$ cat config.mk
export PLATFORM = sky130hd
export DESIGN_NAME = tx_clk_mode_mon
export DESIGN_NICKNAME = d
export VERILOG_FILES = /design/src/rtl/tcm_pkg.sv /design/src/rtl/tcm_sync.sv /design/src/rtl/tcm_stuck_timer.sv /design/src/rtl/tx_clk_mode_mon.sv
export SDC_FILE = /design/constraint.sdc
export NUM_CORES = 1
export LEC_CHECK = 0
export CAP_MARGIN = 15
export CORE_AREA = 4 4 86 80
export DETAILED_ROUTE_END_ITERATION = 8
export DIE_AREA = 0 0 90 84
export PLACE_DENSITY_LB_ADDON = 0.3
export SLEW_MARGIN = 20
export SYNTH_ARGS = -nofsm -noshare
export SYNTH_HDL_FRONTEND = slang
export SYNTH_HIERARCHICAL = 1
export SYNTH_SLANG_ARGS = --single-unit
$ cat constraint.sdc
create_clock -name clk -period 2.4 [get_ports clk]
set_input_delay 0.48 -clock clk [delete_from_list [all_inputs] [get_ports clk]]
set_output_delay 0.48 -clock clk [all_outputs]
set_load 0.01 [all_outputs]
$ cat src/rtl/tcm_pkg.sv
package tcm_pkg;
  typedef enum logic [2:0] {
    M_OFF  = 3'd0,
    M_NORM = 3'd1,
    M_NRZ  = 3'd2,
    M_RZ   = 3'd3,
    M_ONES = 3'd4
  } tx_mode_e;
endpackage

$ cat src/rtl/tcm_sync.sv
module tcm_sync #(
  parameter int W = 1,
  parameter int STAGES = 2,
  parameter logic [W-1:0] RST_VAL = '0
) (
  input  logic         clk,
  input  logic         rst,
  input  logic [W-1:0] d,
  output logic [W-1:0] q
);
  logic [W-1:0] stg [STAGES];

  always_ff @(posedge clk) begin
    if (rst) begin
      for (int i = 0; i < STAGES; i++) stg[i] <= RST_VAL;
    end else begin
      stg[0] <= d;
      for (int i = 1; i < STAGES; i++) stg[i] <= stg[i-1];
    end
  end

  assign q = stg[STAGES-1];
endmodule

$ cat src/rtl/tcm_stuck_timer.sv
module tcm_stuck_timer #(
  parameter int   LIMIT = 1250,
  parameter logic START_EXPIRED = 1'b1,
  localparam int  CW = $clog2(LIMIT + 1)
) (
  input  logic clk,
  input  logic rst,
  input  logic clear,
  output logic expired
);
  localparam logic [CW-1:0] LIM_V = CW'(LIMIT);
  logic [CW-1:0] cnt;

  always_ff @(posedge clk) begin
    if (rst)             cnt <= START_EXPIRED ? LIM_V : '0;
    else if (clear)      cnt <= '0;
    else if (cnt != LIM_V) cnt <= cnt + 1'b1;
  end

  assign expired = (cnt == LIM_V);


  clear_restarts_chk: assert property (@(posedge clk) disable iff (rst)
    clear |=> !expired);

  stuck_holds_chk: assert property (@(posedge clk) disable iff (rst)
    (expired && !clear) |=> expired);
endmodule

$ cat src/rtl/tx_clk_mode_mon.sv
module tx_clk_mode_mon import tcm_pkg::*; #(
  parameter int STUCK_CYC = 1250,
  parameter int SYNC_STAGES = 2
) (
  input  logic       clk,
  input  logic       rst,
  input  logic       hw_rst_n,
  input  logic       tx_clk,
  input  logic       mst_clk,
  input  logic       tx_off,
  input  logic       edge_sel,
  input  logic       rail_p_in,
  input  logic       rail_n_in,
  output logic [2:0] mode,
  output logic       drv_oe,
  output logic       line_p,
  output logic       line_n
);
  localparam int NSYNC = 5;
  localparam logic [NSYNC-1:0] SYNC_INIT = 5'b10000;

  logic [NSYNC-1:0] sq;
  logic tx_s, mc_s, rp_s, rn_s, hw_s;
  logic tx_prev, mc_prev;
  logic tx_rise, tx_fall, mc_rise, mc_fall;
  logic tx_stuck, mc_gone, rail_idle, long_rst;
  logic smp, dat_p, dat_n, pol;
  tx_mode_e nm, mode_q;

  tcm_sync #(.W(NSYNC), .STAGES(SYNC_STAGES), .RST_VAL(SYNC_INIT)) u_sync (
    .clk(clk), .rst(rst),
    .d({hw_rst_n, rail_n_in, rail_p_in, mst_clk, tx_clk}),
    .q(sq)
  );
  assign {hw_s, rn_s, rp_s, mc_s, tx_s} = sq;

  always_ff @(posedge clk) begin
    if (rst) begin
      tx_prev <= 1'b0;
      mc_prev <= 1'b0;
    end else begin
      tx_prev <= tx_s;
      mc_prev <= mc_s;
    end
  end

  assign tx_rise = tx_s & ~tx_prev;
  assign tx_fall = ~tx_s & tx_prev;
  assign mc_rise = mc_s & ~mc_prev;
  assign mc_fall = ~mc_s & mc_prev;

  tcm_stuck_timer #(.LIMIT(STUCK_CYC), .START_EXPIRED(1'b1)) u_tx_tmr (
    .clk(clk), .rst(rst), .clear(tx_rise | tx_fall), .expired(tx_stuck));
  tcm_stuck_timer #(.LIMIT(STUCK_CYC), .START_EXPIRED(1'b1)) u_mc_tmr (
    .clk(clk), .rst(rst), .clear(mc_rise | mc_fall), .expired(mc_gone));
  tcm_stuck_timer #(.LIMIT(STUCK_CYC), .START_EXPIRED(1'b1)) u_rail_tmr (
    .clk(clk), .rst(rst), .clear(rp_s | rn_s), .expired(rail_idle));
  tcm_stuck_timer #(.LIMIT(STUCK_CYC), .START_EXPIRED(1'b0)) u_rst_tmr (
    .clk(clk), .rst(rst), .clear(hw_s), .expired(long_rst));

  always_comb begin
    if (long_rst || tx_off)  nm = M_OFF;
    else if (tx_stuck)       nm = tx_s ? M_ONES : (rail_idle ? M_OFF : M_RZ);
    else if (mc_gone)        nm = M_NRZ;
    else                     nm = M_NORM;
  end

  assign smp = edge_sel ? tx_rise : tx_fall;

  always_ff @(posedge clk) begin
    if (rst) begin
      mode_q <= M_OFF;
      drv_oe <= 1'b0;
      line_p <= 1'b0;
      line_n <= 1'b0;
      pol    <= 1'b0;
      dat_p  <= 1'b0;
      dat_n  <= 1'b0;
    end else begin
      mode_q <= nm;
      drv_oe <= (nm != M_OFF);
      if (long_rst) begin
        dat_p <= 1'b0;
        dat_n <= 1'b0;
      end else if (smp) begin
        dat_p <= rp_s;
        dat_n <= rn_s;
      end
      if (nm != M_ONES) pol <= 1'b0;
      case (nm)
        M_NORM: begin
          if (mc_rise) begin
            line_p <= dat_p;
            line_n <= dat_n & ~dat_p;
          end else if (mc_fall) begin
            line_p <= 1'b0;
            line_n <= 1'b0;
          end
        end
        M_NRZ: begin
          line_p <= tx_s & dat_p;
          line_n <= tx_s & dat_n & ~dat_p;
        end
        M_RZ: begin
          line_p <= rp_s & ~rn_s;
          line_n <= rn_s & ~rp_s;
        end
        M_ONES: begin
          if (mc_rise) begin
            line_p <= ~pol;
            line_n <= pol;
            pol    <= ~pol;
          end else if (mc_fall) begin
            line_p <= 1'b0;
            line_n <= 1'b0;
          end
        end
        default: begin
          line_p <= 1'b0;
          line_n <= 1'b0;
        end
      endcase
    end
  end

  assign mode = mode_q;


  oe_gates_rails_chk: assert property (@(posedge clk) disable iff (rst)
    !drv_oe |-> (!line_p && !line_n));

  rails_exclusive_chk: assert property (@(posedge clk) disable iff (rst)
    !(line_p && line_n));

  tx_off_forces_chk: assert property (@(posedge clk) disable iff (rst)
    tx_off |=> (mode_q == M_OFF && !drv_oe));

  long_rst_forces_chk: assert property (@(posedge clk) disable iff (rst)
    long_rst |=> (mode_q == M_OFF && !drv_oe));
endmodule

---- Yosys cells after proc, flatten, opt, wreduce, memory -nomap -nowiden ----
Memories as Yosys holds them, arrays and structs flattened.
Index checks and enable logic that the tools add are counted.
cells by class
  add/sub/neg operators ................... 4
  equality and inequality tests ........... 13
  multiplexer cells ....................... 28
  bitwise operators ....................... 23
  reductions and logical operators ........ 10
operators with widths
  operator                 number
  $mux W11                 6
  $add A11 B1 Y11 const B  4
  $eq A11 B11 Y1 const B   4
  $ne A11 B11 Y1 const B   4
  $mux W1                  13
  $and A1 B1 Y1            10
  $mux W5                  2
  $reduce_or A2 Y1         5
  $mux W3                  3
  $not A1 Y1               8
  $pmux W1 S4              2
  $eq A3 B2 Y1 const B     2
  $reduce_bool A2 Y1       3
  $or A1 B1 Y1             5
  $mux W2                  2
  $eq A3 B1 Y1 const B     1
  $eq A3 B3 Y1 const B     1
  $ne A3 B3 Y1 const B     1
  $reduce_bool A3 Y1       1
  $logic_or A1 B1 Y1       1
storage, ports and cells
  register bits ........................... 55
  RAM bits ................................ 10
  input port bits ......................... 9
  output and inout port bits .............. 6
  word-level logic and storage cells ...... 95
  memories ................................ 1
memory list
  memory      words  width  read ports  clocked after memory_dff  wr ports  line            RTL
  u_sync.stg  2      5      2           0                         2         tcm_sync.sv:11  logic [W-1:0] stg [STAGES];

---- Depth between registers and ports, before layout ----
Gate-level depths: netlist of run 1.
  depth after elaboration ................. 9
  mapped depth ............................ 8

---- Modules after synthesis ----
The synthesis of run 1 kept the hierarchy.
modules (own cells, without submodules)
  module                          instances  cells an instance  area each (sq um)  sequential area each (sq um)
  tcm_stuck_timer (u_mc_tmr ...)  3          68                 588.1              220.2
  tx_clk_mode_mon                 1          62                 563.0              220.2
  tcm_stuck_timer (u_rst_tmr)     1          61                 548.0              220.2
  tcm_sync                        1          25                 300.3              200.2

---- Worst setup path after synthesis of run 1 ----
Ideal clock, no wire load.
  path type ............................... register to register
  from .................................... register u_tx_tmr.cnt[3]
  to ...................................... register line_n
  library setup time ...................... 77 ps
  data arrival time ....................... 2532 ps
  required time ........................... 2323 ps
  slack ................................... -209 ps
  stages on the path, launching flop included .. 6
  cells stage by stage .................... dfxtp_1 or4b_4 nor3_1 or3b_4 or4_4 a41oi_2
on the way
  cells in the longest elaborated chain, start to end .. 5
  elaborated cells on any way between the ends .. 8
RTL lines
  what                                        line                    RTL
  start, declared                             tcm_stuck_timer.sv:12   logic [CW-1:0] cnt;
  start signal, assigned                      tcm_stuck_timer.sv:15   if (rst) cnt <= START_EXPIRED ? LIM_V : '0;
  start signal, assigned                      tcm_stuck_timer.sv:17   else if (cnt != LIM_V) cnt <= cnt + 1'b1;
  $eq A11 B11 Y1 (*)                          tcm_stuck_timer.sv:20   assign expired = (cnt == LIM_V);
  net tx_stuck                                tx_clk_mode_mon.sv:26   logic tx_stuck, mc_gone, rail_idle, long_rst;
  $mux W3 (*)                                 tx_clk_mode_mon.sv:63   else if (tx_stuck) nm = tx_s ? M_ONES : (rail_idle ? M_OFF : M_RZ);
  $mux W3 (*)                                 tx_clk_mode_mon.sv:62   if (long_rst || tx_off) nm = M_OFF;
  $eq A3 B3 Y1, or another cell as far along  tx_clk_mode_mon.sv:90   case (nm)
  $pmux W1 S4 (*)                             tx_clk_mode_mon.sv:90
  end signal, assigned                        tx_clk_mode_mon.sv:94   line_n <= dat_n & ~dat_p;
  end signal, assigned                        tx_clk_mode_mon.sv:102  line_n <= tx_s & dat_n & ~dat_p;
  end signal, assigned                        tx_clk_mode_mon.sv:106  line_n <= rn_s & ~rp_s;
  end, declared                               tx_clk_mode_mon.sv:17   output logic line_n
The timed path passes the listed nets; every way through them passes the cells marked *.
A chain may end at the register's enable or synchronous reset.

---- Worst setup path after layout of run 1 ----
Ends and elaborated chain as after synthesis.

==> qor.yml, run 1 <==
fp-row-count: 27
drt_first_pass_iters: 4
share_of_the_clock_period_used_by_the_worst_path_after_layout_pct: 93.50
routed-wl-met2_um: 2716
setup_violations: 0
final_max_tran_viols: 0
grt_pass1_vias: 2388
synth_sequential_area_ratio_pct: 40.98
leakagePower_nw: 1.264
layout-area-overhead-vs-synth_pct: 11.58
postCtsSetupBuffers: 0
timing.clock.skew_ps: 6.669
launching_instance_or_port_of_the_critical_path: "u_tx_tmr/cnt[3]"
min_period_ps: 2244
post_drt_wl_per_cell_um: 13.66
synth.most_common_cell: "dfxtp_1"
synth_edf_count: 0
drive_gt1_share_pct: 11.94
ff2ff_path_depth: 5
multi_input_area_um2: 1710
worstPathRequired_ps: 2660
timing_worst_slew_pin_value_ps: 354.1
met3RoutedLength_um: 262
globalplace.congestion: 0.8750
grt_setup_unrepaired: "no"
largest_net_degree_at_the_start_of_global_routing: 21
synth-warning-count: 6
maxClockFrequency_ghz: 0.4456
diodes: 0
grt.overflow.total: 0
initial_core_util_pct: 53.11
port_buffers: 14
fp.dieW_um: 90
holdWs_ps: 413.1
floorplan.die_area_um2: 7560
fillers: 524
capture_point_of_the_worst_path: "line_n"
cp.arrival_ps: 2510
vias_per_cell: 5.757
r2r_start: "u_tx_tmr/cnt[3]"
synth.lib_cells_used.distinct: 47
path_clk_slew_ps: 60
netlist_area_um2: 3176
wl_met1_um: 3032
maxUsedRoutingLayer: "met4"
total_cts_buffers: 9
layout.area.seq_um2: 1301
crit_fanout: 4
yosys.area.top_type: "dfxtp_1"
die_h_um: 84
yosys-top-cells-count: "dfxtp_1 (65), inv_1 (25), nand2_1 (24), nor2_1 (24), nand3_1 (23)"
cts.htree.levels: 3
critical_path.reg2reg.endpoint: "line_n"
remaining_drc_errors: 0
syn-mean-instance-area_um2: 9.021
synth_area_leaders: "dfxtp_1 (41%), ha_1 (4.7%), nand3_1 (3.6%)"
antenna_found_initial: 0
drt.antenna.violating_nets: 0
grt_util_all_layers_pct: 17.72
category_of_the_critical_setup_timing_path: "flop to flop"
synth_largest_type_area_fraction_pct: 40.98
net_count_final: 395
core_area_um2: 5979
clock_sinks: 65
wire_length_of_the_first_global_routing_pass_um: 11010
regToRegSetupSlack_ps: 160
dp.final_hpwl_um: 4487
async_set_reset_flop_share_out_of_synthesis_pct: 0
crit_path_end_kind: "flop"
setup.worst_path.start_class: "flop"
worst_max_slew_margin_expressed_relative_to_the_limit_pct: 76.25
ctsRootBufferMaster: "clkbuf_8"
synth_cells: 352
synth.ff_latch_count: 65
vdd.ir_drop.worst_uv: 485.1
io-pin-count: 15
post_cts.resized_instances: 0
clock_tree_from_tritoncts: "yes"
status: "finished, final reports clean"
setup_tns_ps: 0
drtIter0Drc: 86
power-per-cell-area_nw_per_um2: 731.8
clock_tree.buffer_depth: 2
routed_wl_um: 6133
worstSkewPairLatency_ps: 340
postSynthNetCount: 373
max_capacitance_violation_count: 0
num_vias: 2585
finalHoldViolations: 0
holdCritPathClass: "flop to flop"
prevailing_post_synth_register_cell: "dfxtp_1"
ctsHoldBuffers: 0
[per-stage QoR]
stage | instances | area [µm²] | setup slack [ps] | total power, mW | utilization, %
6_report | 449 | 3543 | 155.9 | 2.593 | 59.26
3_5_place_dp | 435 | 3381 | 169.1 | 1.813 | 56.54
5_1_grt | 449 | 3543 | 76.82 | 2.758 | 59.26
4_1_cts | 449 | 3543 | 157.6 | 2.626 | 59.26
3_3_place_gp | 435 | 3381 | 209.7 | 1.800 | 56.54
2_1_floorplan | 352 | 3181 | 10.45 | 1.650 | -
[worst min-delay path by stage]
stage	start	end	slack (ps)	depth (start not counted)
after floorplan	u_sync/stg[0][4]	u_sync/stg[0][9]	380	1
after global placement	u_sync/stg[0][4]	u_sync/stg[0][9]	390	1
after detailed placement	u_sync/stg[0][4]	u_sync/stg[0][9]	400	1
after CTS	u_sync/stg[0][4]	u_sync/stg[0][9]	420	1
after global routing	u_sync/stg[0][4]	u_sync/stg[0][9]	440	1
final	u_sync/stg[0][4]	u_sync/stg[0][9]	410	1
[report_power, final]
group          switching, mW  internal (mW)
Clock                  0.371          0.421
Sequential            0.0890           1.16
Combinational          0.282          0.269
Total                  0.742           1.85
[metal layers]
metal	vias to the layer above	track usage, %
met4	0	7.232
met5	-	0
met1	1199	23.46
li1	1329	-
met2	45	27.14
met3	12	4.959
[kinds of logic after synthesis]
group | after synthesis | synth area share [%]
xor+xnor | 9 | 2.482
buf+inv | 34 | 5.319
flops | 65 | 40.98
simple gates | 163 | 30.62
mux | 8 | 2.522
fa+ha+maj | 12 | 4.728
compound gates | 61 | 13.36
[registers in the layout, summed over array words and instances (netlist names)]
name and flops:
mode 3, drv_oe 1, mc_prev 1, u_tx_tmr/cnt 11, u_rail_tmr/cnt 11, line_n 1, dat_p 1, u_mc_tmr/cnt 11
pol 1, dat_n 1, line_p 1, tx_prev 1, u_rst_tmr/cnt 11, u_sync/stg 10
[worst max-delay path, stage by stage, from the launching register on]
cell and delay, ps:
dfxtp_1 340, or4b_4 580, nor3_2 150, or3b_4 420, or4_4 490, a41oi_2 200
[final cells by class]
cell class	count	share of cell area (%)
Multi-Input combinational cell	253	48.27
Sequential cell	65	36.72
Tap cell	72	2.542
Clock buffer	14	4.590
Timing Repair Buffer	20	5.226
Inverter	25	2.648
[placed cells by master, fill, tap and decap left out, types with 11 or more instances in the layout]
cell type        count
inv_1               25
nor2b_1             11
dfxtp_1             65
nand2_1             24
nand4_1             12
clkbuf_8            11
a21oi_1             17
nor2_1              24
o31ai_1             11
clkdlybuf4s50_1     14
nand3_1             23
or4_1               14
ha_1                12
Note: power is estimated with default switching activity, not from simulation.
==> run 2: changes to the inputs <==
SETUP_SLACK_MARGIN = 0.05   (was not set)
==> qor.yml, run 2 (synthesis results as in run 1) <==
drtIter0Drc: 118  # +37%
port_buffers: 14  # unchanged
layout.area.seq_um2: 1301  # unchanged
mostFrequentLayoutCells: "dfxtp_1 (65), inv_1 (25), nand2_1 (24), nor2_1 (24), nand3_1 (23)"
crit_family: "simple AND/OR/NAND/NOR gates"
multi_input_area_um2: 1717  # +0.37%
status: "finished, final reports clean"
globalplace.congestion: 0.8991  # +2.8%
holdWs_ps: 406.6  # -6.464 ps
grt_setup_unrepaired: "no"
finalHoldViolations: 0  # unchanged
dp.final_hpwl_um: 4518  # +0.70%
critical_path.reg2reg.endpoint: "line_n"
worst_max_slew_margin_expressed_relative_to_the_limit_pct: 73.74  # -2.5 points
crit_cells: 5  # unchanged
num_vias: 2598  # +0.50%
finish.cell_count_without_fillers: 450  # +0.22%
cp.arrival_ps: 2540  # +30 ps
critical_path_buf_inv_count: 0  # unchanged
initial_core_util_pct: 53.11  # unchanged
setup_tns_ps: 0  # unchanged
timing_worst_slew_pin_value_ps: 391.5  # +37.39 ps
largest_net_degree_at_the_start_of_global_routing: 14  # -33%
die_h_um: 84  # unchanged
post_cts.resized_instances: 0  # unchanged
crit_fanout: 4  # unchanged
drt_first_pass_iters: 5  # +1
drive_gt1_share_pct: 12.43  # +0.50 points
drt.antenna.violating_nets: 0  # unchanged
worstSkewPairLatency_ps: 340  # about the same
remaining_drc_errors: 0  # unchanged
path_clk_slew_ps: 70  # about the same
setup_violations: 0  # unchanged
regToRegSetupSlack_ps: 130  # -30 ps
wire_length_of_the_first_global_routing_pass_um: 10970  # -0.37%
report.power.total_mw: 2.583  # -0.40%
fillers: 528  # +0.76%
launching_instance_or_port_of_the_critical_path: "u_tx_tmr/cnt[3]"
fp.dieW_um: 90  # unchanged
grt_util_all_layers_pct: 17.82  # +0.098 points
most_frequent_standard_cell_in_the_layout_excluding_fill_and_tap_cells: "dfxtp_1"
vdd.ir_drop.worst_uv: 416.4  # -14%
crit_path_end_kind: "flop"
final_max_tran_viols: 0  # unchanged
maxClockFrequency_ghz: 0.4402  # -1.2%
post_drt_wl_per_cell_um: 14.05  # +2.8%
ctsRootBufferMaster: "clkbuf_8"
fp-row-count: 27  # unchanged
net_count_final: 397  # +0.51%
max_capacitance_violation_count: 0  # unchanged
vias_per_cell: 5.773  # +0.28%
grt_pass1_vias: 2414  # +1.1%
power-per-cell-area_nw_per_um2: 727.1  # -0.64%
setup.worst_path.start_class: "flop"
clock_tree_from_tritoncts: "yes"
core_area_um2: 5979  # unchanged
min_period_ps: 2272  # +27.86 ps
floorplan.die_area_um2: 7560  # unchanged
category_of_the_critical_setup_timing_path: "flop to flop"
slowest_delay_ps: 590  # about the same
layout_setup_ws_ps: 128.1  # -27.86 ps
layout-area-overhead-vs-synth_pct: 11.86
diodes: 0  # unchanged
io-pin-count: 15  # unchanged
ff2ff_path_depth: 5  # unchanged
timing.clock.skew_ps: 9.822  # +3.153 ps
holdCritPathClass: "flop to flop"
antenna_found_initial: 0  # unchanged
cts.htree.levels: 3  # unchanged
critical_path.cell_chain: "or4b_4 -> nor3_4 -> or3b_4 -> or4_4 -> a41oi_2"
critical-path-slowest-cell: "or4b_4"
capture_point_of_the_worst_path: "line_n"
total_cts_buffers: 9  # unchanged
worstPathRequired_ps: 2660  # about the same
grt.overflow.total: 0  # unchanged
routed_wl_um: 6321  # +3.1%
clock_tree.buffer_depth: 2  # unchanged
dpl_worst_slack_ps: 161.5  # -7.546 ps
clock_sinks: 65  # unchanged
r2r_start: "u_tx_tmr/cnt[3]"
share_of_the_clock_period_used_by_the_worst_path_after_layout_pct: 94.66  # +1.2 points
placedCellCount: 436  # +0.23%
leakagePower_nw: 1.270  # +0.51%
## run 2: worst min path at each step
stage,from,endpoint,slack [ps],cells after the start
after floorplan,u_sync/stg[0][4],u_sync/stg[0][9],380,1
after global placement,u_sync/stg[0][4],u_sync/stg[0][9],390,1
after detailed placement,u_sync/stg[0][4],u_sync/stg[0][9],390,1
after CTS,u_sync/stg[0][4],u_sync/stg[0][9],410,1
after global routing,u_sync/stg[0][4],u_sync/stg[0][9],440,1
final,u_sync/stg[0][4],u_sync/stg[0][9],410,1
## run 2: layer usage
layer  vias up  global-route usage [%]  routed length [µm]
li1       1329                       -                   -
met1      1189                   22.95                3076
met2        65                   27.41                2774
met3        15                   6.943                 335
met4         0                   5.702                 134
met5         -                       0                   0
## run 2: what timing repair did
| action | CTS | global route |
|---|---|---|
| setup endpoints to repair | 0 | 1 |
| setup buffers | 0 | 1 |
| hold buffers | 0 | 0 |
## run 2: area by class of cell
class | count | area share (%)
clock buffers | 12 | 4.086
multi-input cells | 253 | 48.33
inverters | 25 | 2.642
repair buffers | 22 | 5.636
well taps | 72 | 2.536
flip-flops and latches | 65 | 36.63
clock inverters | 1 | 0.1409
## run 2: stage by stage
stage | util, % | area [µm²]
CTS | 59.28 | 3545
global route | 59.41 | 3552
global placement | 56.77 | 3395
floorplan | - | 3187
finish | 59.41 | 3552
detailed placement | 56.77 | 3395
## run 2: power by group
part	internal [mW]	switching, mW
combinational	0.283	0.292
clock	0.385	0.374
sequential	1.16	0.0888
